<file path="src/rtl/uart_tx_pkg.sv">
package uart_tx_pkg;

    typedef enum logic [2:0] {
        S_IDLE  = 3'd0,
        S_START = 3'd1,
        S_DATA  = 3'd2,
        S_PAR   = 3'd3,
        S_STOP  = 3'd4
    } tx_state_e;

    localparam logic [1:0] PAR_EVEN = 2'b01;
    localparam logic [1:0] PAR_ODD  = 2'b10;

endpackage

</file>
<file path="src/rtl/uart_tx_hold.sv">
module uart_tx_hold #(
    parameter int DATA_W = 8
) (
    input  logic              clk,
    input  logic              rst_n,
    input  logic              tx_en,
    input  logic              wr_en,
    input  logic [DATA_W-1:0] wr_data,
    input  logic              take,
    output logic [DATA_W-1:0] hold_data,
    output logic              hold_empty
);

    always_ff @(posedge clk or negedge rst_n) begin
        if (!rst_n) begin
            hold_data  <= '0;
            hold_empty <= 1'b1;
        end else if (!tx_en) begin
            hold_empty <= 1'b1;
        end else if (wr_en) begin
            hold_data  <= wr_data;
            hold_empty <= 1'b0;
        end else if (take) begin
            hold_empty <= 1'b1;
        end
    end


    write_clears_flag_chk: assert property (@(posedge clk) disable iff (!rst_n)
        $past(wr_en && tx_en) |-> !hold_empty);

endmodule

</file>
<file path="src/rtl/uart_tx_framer.sv">
module uart_tx_framer
    import uart_tx_pkg::*;
#(
    parameter int DATA_W = 8
) (
    input  logic              clk,
    input  logic              rst_n,
    input  logic              tx_en,
    input  logic              bit_tick,
    input  logic              hold_empty,
    input  logic [DATA_W-1:0] hold_data,
    input  logic              cfg_len8,
    input  logic [1:0]        cfg_par,
    input  logic              cfg_stop2,
    output logic              take,
    output logic              seq_idle,
    output logic              txd
);

    localparam int CNT_W = (DATA_W > 2) ? $clog2(DATA_W) : 1;

    tx_state_e         state, state_d;
    logic [DATA_W-1:0] shreg;
    logic [CNT_W-1:0]  cnt;
    logic              len8_q, par_on_q, par_bit_q, stop2_q;
    logic [CNT_W-1:0]  last_idx, stop_lim;
    logic              final_stop;
    logic [DATA_W-1:0] load_val;

    assign last_idx   = len8_q ? CNT_W'(DATA_W - 1) : CNT_W'(DATA_W - 2);
    assign stop_lim   = CNT_W'(stop2_q);
    assign final_stop = (state == S_STOP) && (cnt == stop_lim);
    assign load_val   = cfg_len8 ? hold_data : {1'b0, hold_data[DATA_W-2:0]};
    assign take       = tx_en && bit_tick && !hold_empty &&
                        ((state == S_IDLE) || final_stop);
    assign seq_idle   = (state == S_IDLE);

    // next-state logic
    always_comb begin
        state_d = state;
        if (!tx_en) begin
            state_d = S_IDLE;
        end else if (bit_tick) begin
            unique case (state)
                S_IDLE:  if (take) state_d = S_START;
                S_START: state_d = S_DATA;
                S_DATA:  if (cnt == last_idx) state_d = par_on_q ? S_PAR : S_STOP;
                S_PAR:   state_d = S_STOP;
                S_STOP:  if (final_stop) state_d = take ? S_START : S_IDLE;
                default: state_d = S_IDLE;
            endcase
        end
    end

    // state register
    always_ff @(posedge clk or negedge rst_n) begin
        if (!rst_n) state <= S_IDLE;
        else        state <= state_d;
    end

    // frame datapath
    always_ff @(posedge clk or negedge rst_n) begin
        if (!rst_n) begin
            shreg     <= '0;
            cnt       <= '0;
            len8_q    <= 1'b1;
            par_on_q  <= 1'b0;
            par_bit_q <= 1'b0;
            stop2_q   <= 1'b0;
        end else if (take) begin
            shreg     <= load_val;
            cnt       <= '0;
            len8_q    <= cfg_len8;
            par_on_q  <= (cfg_par == PAR_EVEN) || (cfg_par == PAR_ODD);
            par_bit_q <= (^load_val) ^ (cfg_par == PAR_ODD);
            stop2_q   <= cfg_stop2;
        end else if (tx_en && bit_tick) begin
            unique case (state)
                S_DATA: begin
                    if (cnt == last_idx) begin
                        cnt <= '0;
                    end else begin
                        cnt   <= cnt + 1'b1;
                        shreg <= shreg >> 1;
                    end
                end
                S_STOP:  cnt <= cnt + 1'b1;
                default: cnt <= '0;
            endcase
        end
    end

    // line output
    always_comb begin
        unique case (state)
            S_START: txd = 1'b0;
            S_DATA:  txd = shreg[0];
            S_PAR:   txd = par_bit_q;
            default: txd = 1'b1;
        endcase
    end

endmodule

</file>
<file path="src/rtl/uart_tx_dbuf.sv">
module uart_tx_dbuf #(
    parameter int DATA_W = 8
) (
    input  logic              clk,
    input  logic              rst_n,
    input  logic              tx_en,
    input  logic              bit_tick,
    input  logic              wr_en,
    input  logic [DATA_W-1:0] wr_data,
    input  logic              cfg_len8,
    input  logic [1:0]        cfg_par,
    input  logic              cfg_stop2,
    input  logic              irq_en,
    output logic              txd,
    output logic              hold_empty,
    output logic              tx_irq
);

    logic [DATA_W-1:0] hold_data;
    logic              take;
    logic              seq_idle;

    uart_tx_hold #(.DATA_W(DATA_W)) hold_i (
        .clk        (clk),
        .rst_n      (rst_n),
        .tx_en      (tx_en),
        .wr_en      (wr_en),
        .wr_data    (wr_data),
        .take       (take),
        .hold_data  (hold_data),
        .hold_empty (hold_empty)
    );

    uart_tx_framer #(.DATA_W(DATA_W)) framer_i (
        .clk        (clk),
        .rst_n      (rst_n),
        .tx_en      (tx_en),
        .bit_tick   (bit_tick),
        .hold_empty (hold_empty),
        .hold_data  (hold_data),
        .cfg_len8   (cfg_len8),
        .cfg_par    (cfg_par),
        .cfg_stop2  (cfg_stop2),
        .take       (take),
        .seq_idle   (seq_idle),
        .txd        (txd)
    );

    assign tx_irq = irq_en & hold_empty & tx_en;


    start_on_transfer_chk: assert property (@(posedge clk) disable iff (!rst_n)
        (tx_en && $past(tx_en) && $rose(hold_empty)) |-> !txd);


    disabled_line_idle_chk: assert property (@(posedge clk) disable iff (!rst_n)
        !$past(tx_en) |-> (txd && hold_empty));


    idle_line_high_chk: assert property (@(posedge clk) disable iff (!rst_n)
        ($past(tx_en) && $past(hold_empty) && $past(seq_idle)) |-> txd);

endmodule

</file>
<file path="config.mk">
export PLATFORM = sky130hd
export DESIGN_NAME = uart_tx_dbuf
export DESIGN_NICKNAME = d
export VERILOG_FILES = /design/src/rtl/uart_tx_pkg.sv /design/src/rtl/uart_tx_hold.sv /design/src/rtl/uart_tx_framer.sv /design/src/rtl/uart_tx_dbuf.sv
export SDC_FILE = /design/constraint.sdc
export NUM_CORES = 1
export LEC_CHECK = 0
export ABC_CLOCK_PERIOD_IN_PS = 2900
export BUFFER_PORTS_ARGS = -buffer_cell sky130_fd_sc_hd__buf_4
export CAP_MARGIN = 10
export CORE_MARGIN = 3
export CORE_UTILIZATION = 55
export DETAILED_ROUTE_END_ITERATION = 8
export PLACE_DENSITY_LB_ADDON = 0.1
export SLEW_MARGIN = 5
export SYNTH_ARGS = -nofsm -noshare
export SYNTH_HDL_FRONTEND = slang
export SYNTH_SLANG_ARGS = --single-unit
</file>
<file path="constraint.sdc">
create_clock -name clk -period 2.9 [get_ports clk]
set_input_delay 0.29 -clock clk [delete_from_list [all_inputs] [get_ports clk]]
set_output_delay 0.29 -clock clk [all_outputs]
set_load 0.1 [all_outputs]
</file>
== Word level (Yosys, flattened, before mapping) ==
Cells that the tools add are included.

* Add/sub/neg operators: 1
* Equality and inequality tests: 14
* Multiplexer cells: 22
* Reduce and logical (&&, ||, !) cells: 14
* Bitwise gates (word level): 3

{| class="wikitable"
|+ Operators with widths
! operator !! number
|-
| $mux W8 || 5
|-
| $mux W3 || 9
|-
| $pmux W3 S5 || 1
|-
| $ne A3 B2 Y1 const B || 3
|-
| $reduce_xor A8 Y1 || 1
|-
| $eq A3 B2 Y1 const B || 2
|-
| $pmux W3 S2 || 1
|-
| $mux W1 || 5
|-
| $logic_and A1 B1 Y1 || 4
|-
| $ne A2 B1 Y1 const B || 2
|-
| $reduce_and A4 Y1 || 1
|-
| $reduce_bool A2 Y1 || 2
|-
| $add A3 B1 Y3 const B || 1
|-
| $eq A3 B1 Y1 || 1
|-
| $eq A3 B1 Y1 const B || 1
|-
| $eq A3 B3 Y1 || 1
|-
| $eq A3 B3 Y1 const B || 1
|-
| $logic_not A3 Y1 || 1
|-
| $ne A3 B1 Y1 const B || 1
|-
| $pmux W1 S3 || 1
|-
| $reduce_and A3 Y1 || 1
|-
| $and A1 B1 Y1 || 2
|-
| $eq A2 B1 Y1 const B || 1
|-
| $eq A2 B2 Y1 const B || 1
|-
| other kinds (4) || 5
|}

* Bits of input ports: 18
* Output and inout port bits: 3
* Logic and storage cells: 63
* Register bits: 27

== Logic depth before layout (Yosys ltp) ==
* Depth in word-level cells: 9
* Depth in mapped cells: 7
* Depth with buffers taken out: 6

== Hierarchy ==
A second synthesis with hierarchy kept.

* Cells, all modules: 123
* Area, all modules: 1398.8 um2

{| class="wikitable"
|+ Modules (own cells, without submodules)
! module !! times used !! cells an instance !! seq. area each (um2) !! area an instance (um2)
|-
| uart_tx_framer || 1 || 102 || 451.7 || 1061.0
|-
| uart_tx_hold || 1 || 20 || 226.5 || 331.6
|-
| uart_tx_dbuf || 1 || 1 || 0.0 || 6.3
|}

== Least setup slack after synthesis ==
No wires, ideal clock.

* Kind: register to output
* From: register hold_i.hold_empty
* To: output tx_irq
* Slack: 0.870 ns
* Required time: 2.610 ns
* Cell stages (with the launch flop): 2
* Path buffers: 0
* Arrival time: 1.740 ns
* Path through: dfstp_2 and3_1

* Word-level cells in the longest chain between the ends: 2

{| class="wikitable"
|+ Ends and longest elaborated chain
! what !! line !! source
|-
| start, declared || uart_tx_hold.sv:11 || <nowiki>output logic hold_empty</nowiki>
|-
| start signal, assigned || uart_tx_hold.sv:17 || <nowiki>hold_empty <= 1'b1;</nowiki>
|-
| start signal, assigned || uart_tx_hold.sv:19 || <nowiki>hold_empty <= 1'b1;</nowiki>
|-
| start signal, assigned || uart_tx_hold.sv:22 || <nowiki>hold_empty <= 1'b0;</nowiki>
|-
| $and A1 B1 Y1 (2 in series) || uart_tx_dbuf.sv:49 || <nowiki>assign tx_irq = irq_en & hold_empty & tx_en;</nowiki>
|-
| end, declared || uart_tx_dbuf.sv:16 || <nowiki>output logic tx_irq</nowiki>
|}

Every way passes these cells.

== Final worst setup path ==
* From: register framer_i.cnt[1]
* To: register framer_i.shreg[1]

* Word-level cells in the longest chain between the ends: 6
* Elaborated cells between the ends (all ways): 10
* Those cells by class: eq/ne: 3; mux: 1; reduce/logical: 6

{| class="wikitable"
|+ Ends and longest elaborated chain
! what !! line !! source
|-
| start, declared || uart_tx_framer.sv:24 || <nowiki>logic [CNT_W-1:0] cnt;</nowiki>
|-
| start signal, assigned || uart_tx_framer.sv:83 || <nowiki>cnt <= cnt + 1'b1;</nowiki>
|-
| start signal, assigned || uart_tx_framer.sv:87 || <nowiki>S_STOP: cnt <= cnt + 1'b1;</nowiki>
|-
| $eq A3 B1 Y1 || uart_tx_framer.sv:32 || <nowiki>assign final_stop = (state == S_STOP) && (cnt == stop_lim);</nowiki>
|-
| $logic_and A1 B1 Y1 || uart_tx_framer.sv:32 ||
|-
| $logic_or A1 B1 Y1 || uart_tx_framer.sv:35 || <nowiki>((state == S_IDLE) || final_stop);</nowiki>
|-
| $logic_and A1 B1 Y1 || uart_tx_framer.sv:34 || <nowiki>assign take = tx_en && bit_tick && !hold_empty &&</nowiki>
|-
| $ne A2 B1 Y1 (no line) / $reduce_bool A2 Y1 (equally long branches) || - ||
|-
| $reduce_and A3 Y1 (no line) || - ||
|-
| end signal, assigned || uart_tx_framer.sv:71 || <nowiki>shreg <= load_val;</nowiki>
|-
| end signal, assigned || uart_tx_framer.sv:84 || <nowiki>shreg <= shreg >> 1;</nowiki>
|-
| end, declared || uart_tx_framer.sv:23 || <nowiki>logic [DATA_W-1:0] shreg;</nowiki>
|}

Several ways; a longest one is shown, not always the timed one.
A chain may end at the register's enable or synchronous reset.

==> summary.md <==
| Metric | Value |
|---|---|
| Die H | 57.86 um |
| Number of nets in the layout | roughly 180 |
| Ys async rst share | 1.000 |
| Post-route cell area | ~1700 um2 |
| Slew Limit Fails | 0 |
| Num ports | 21 |
| Worst-path maximum fanout | 20 |
| Initial antenna violation count | 0 |
| Routed WL | roughly 2800 um |
| Vias in the first global route | 1070 |
| IO Port Bufs | 20 |
| Global route overflow | 0 |
| CORE AREA | around 2500 um2 |
| Maxcap violations | 0 |
| Share of the synthesized area in the top cell type | 0.4230 |
| Post-layout min period | 1995 ps |
| Max clock buf depth | 2 |
| CTS clk-pin slew, worst paths | approximately 150 ps |
| Clock root cell | clkbuf_4 |
| Clk Latency, worst-skew pair | 330 ps |
| Outcome | finished clean |
| Crit start category | flip-flop |
| Violation count after the first detailed-route iteration | 36 |
| RSZ-0062 raised after global routing | false |
| Min-Delay Path Class | input port to flip-flop |
| Final cell count without fillers | 192 |
| Layout cells sized above 1 | 0.2716 |
| Area delta synth->final | 12.18% |
| GRT Total Usage | 0.1928 |
| Die ar. | 3347 um2 |
| Routed Antenna Nets | 0 |
| Syn avg cell area | 10.27 um2 |
| Top cells by count, synth | nand2_1, dfrtp_1, mux2_1, xnor2_1 |
| CP Data Arrival Time | 2170 ps |
| First-pass GRT wire length | 4919 um |
| Post-CTS resize count | 0 |
| Placed instance area | 1622 um2 |
| Top cells by area, synth | dfrtp_1, nand2_1, mux2_1 |
| Hold Fails Final Rpt | 0 |
| Dpl cells | 187 |
| # setup viols final | 0 |
| Vias | ~1100 |
| P per Cell Area | 679.0 nW/um2 |
| Synthesized instance count | approximately 140 |
| CTS tree | yes |
| Main synth FF type | dfrtp_1 |
| Synth Register Bits | 27 |
| Initial Util | 0.5863 |
| Total CTS buffers | 3 |
| Via/cell ratio | 5.724 |
| Post-synth EDFFs | 0 |
| TNS Setup | 0 ps |
| Drt wl/cell | between 10 and 15 um |
| Syn nets | 164 |
| Clock sink count | 27 |
| Critical path type | flip-flop to flip-flop |
| Relative slew slack | 0.4506 |
| GPL Wtd Cong | between 0.8 and 0.9 |
| Worst VDD drop | 0.5100 mV |
| Residual DRC count | 0 |
| CTS H-tree lvls | 1 |
| Netlist cell types | 44 |
| Worst path required time | approximately 3100 ps |
| DIE WIDTH | just under 60 um |
| Skew final | 8.173 ps |
| Post-DP HPWL | between 2000 and 2500 um |
| Worst Setup Slack, final | 905.4 ps |
| Top-count cell post-synth | nand2_1 |
| Sequential-to-total area share from yosys stat | 0.4585 |
| YS warnings | 0 |
| Setup Slack @ Placement | between 900 and 1000 ps |
| Ant diodes | 0 |
| Crit path capture type | flip-flop |
| Dominant cell type by area after synthesis | dfrtp_1 |
| Period Utilization, post-route | 0.6878 |
| Fmax | 501.4 MHz |
| Slew at the pin closest to its max-slew limit | between 800 and 900 ps |
| LEAKAGE | 0.0007241 uW |
| Largest net degree at the start of global routing | 28 |
| Mapped cell area | 1479 um2 |
| Num rows | 18 |
| Drt pass-1 iters | 4 |
## placed cells by master (no fill, tap or decap), types with 3 or more instances in the layout
cell / count
a21oi_1: 3
a31oi_2: 5
buf_4: 20
clkbuf_4: 3
dfrtp_1: 25
inv_1: 3
mux2_1: 8
nand2_1: 28
nand3_1: 4
nor2_2: 5
nor2b_1: 5
o21ai_1: 4
o21ai_2: 3
xnor2_1: 8
## state kept, by name (all words and copies together) (netlist names)
| register | flops |
|---|---|
| hold_i.hold_data | 8 |
| hold_i.hold_empty | 1 |
| framer_i.len8_q | 1 |
| framer_i.stop2_q | 1 |
| framer_i.par_on_q | 1 |
| framer_i.shreg | 8 |
| framer_i.cnt | 3 |
| framer_i.state | 3 |
| framer_i.par_bit_q | 1 |
## critical path, stage by stage, from the launching register on
cell,delay (ps)
dfrtp_1,430
or2_1,260
or2_4,270
a211o_1,610
nor2_2,230
a31oi_2,50
## path summary, 6_finish.rpt
check	depth (start not counted)	from	endpoint	slack (ps)
min in group asynchronous	2	rst_n	framer_i.state[0]	390
max reg2reg	5	framer_i.cnt[1]	framer_i.shreg[1]	910
max	5	framer_i.cnt[1]	framer_i.shreg[1]	910
min reg2reg	2	framer_i.len8_q	framer_i.len8_q	490
max in group asynchronous	2	rst_n	framer_i.len8_q	2210
min	2	wr_en	hold_i.hold_empty	80
## cell families (layout without fill, tap and decap cells)
group	count (synthesis)	after routing	share of synthesized area
flip-flops	27	27	0.4585
AO/OA/AOI/OAI	29	29	0.1616
AND/OR/NAND/NOR	56	56	0.1954
adder cells (fa/ha/maj)	2	2	0.01692
buffers and inverters	11	29	0.04060
multiplexers	9	9	0.06768
XOR/XNOR	10	10	0.05923
## power breakdown
part | total [uW] | leakage, uW | internal (uW) | switching [uW]
Combinational | 391 | 0.000376 | 180 | 211
Clock | 164 | 0.0000177 | 51.7 | 112
Sequential | 572 | 0.000330 | 481 | 90.3
## what timing repair did
item	4_1_cts	5_1_grt
hold buffers	1	0
buffers inserted	0	0
endpoints found under the hold margin	25	0
## stage by stage
stage               hold WS, ps  power (uW)    util
CTS                       74.80        1138  0.6577
floorplan                -5.591       876.2       -
finish                    83.72        1127  0.6577
global placement          225.4       949.1  0.6429
global route              69.77        1208  0.6577
detailed placement        223.1       974.8  0.6429
## layout make-up
class / instances / area (um2)
clock inverter: 1 / 5.005
clock buffer: 3 / 22.52
timing repair buffer: 21 / 160.2
sequential: 27 / 678.2
multi-input combinational: 106 / 740.7
tap: 30 / 37.54
fill: 217 / 863.3
inverter: 4 / 15.01
## routing by layer
layer,vias to the layer above,GRT usage,routed length [um]
li1,542,-,-
met4,0,0.07947,43
met5,-,0,0
met2,14,0.3339,1484
met3,4,0.02004,73
met1,539,0.2453,1158
(Power assumes the default switching activity.)
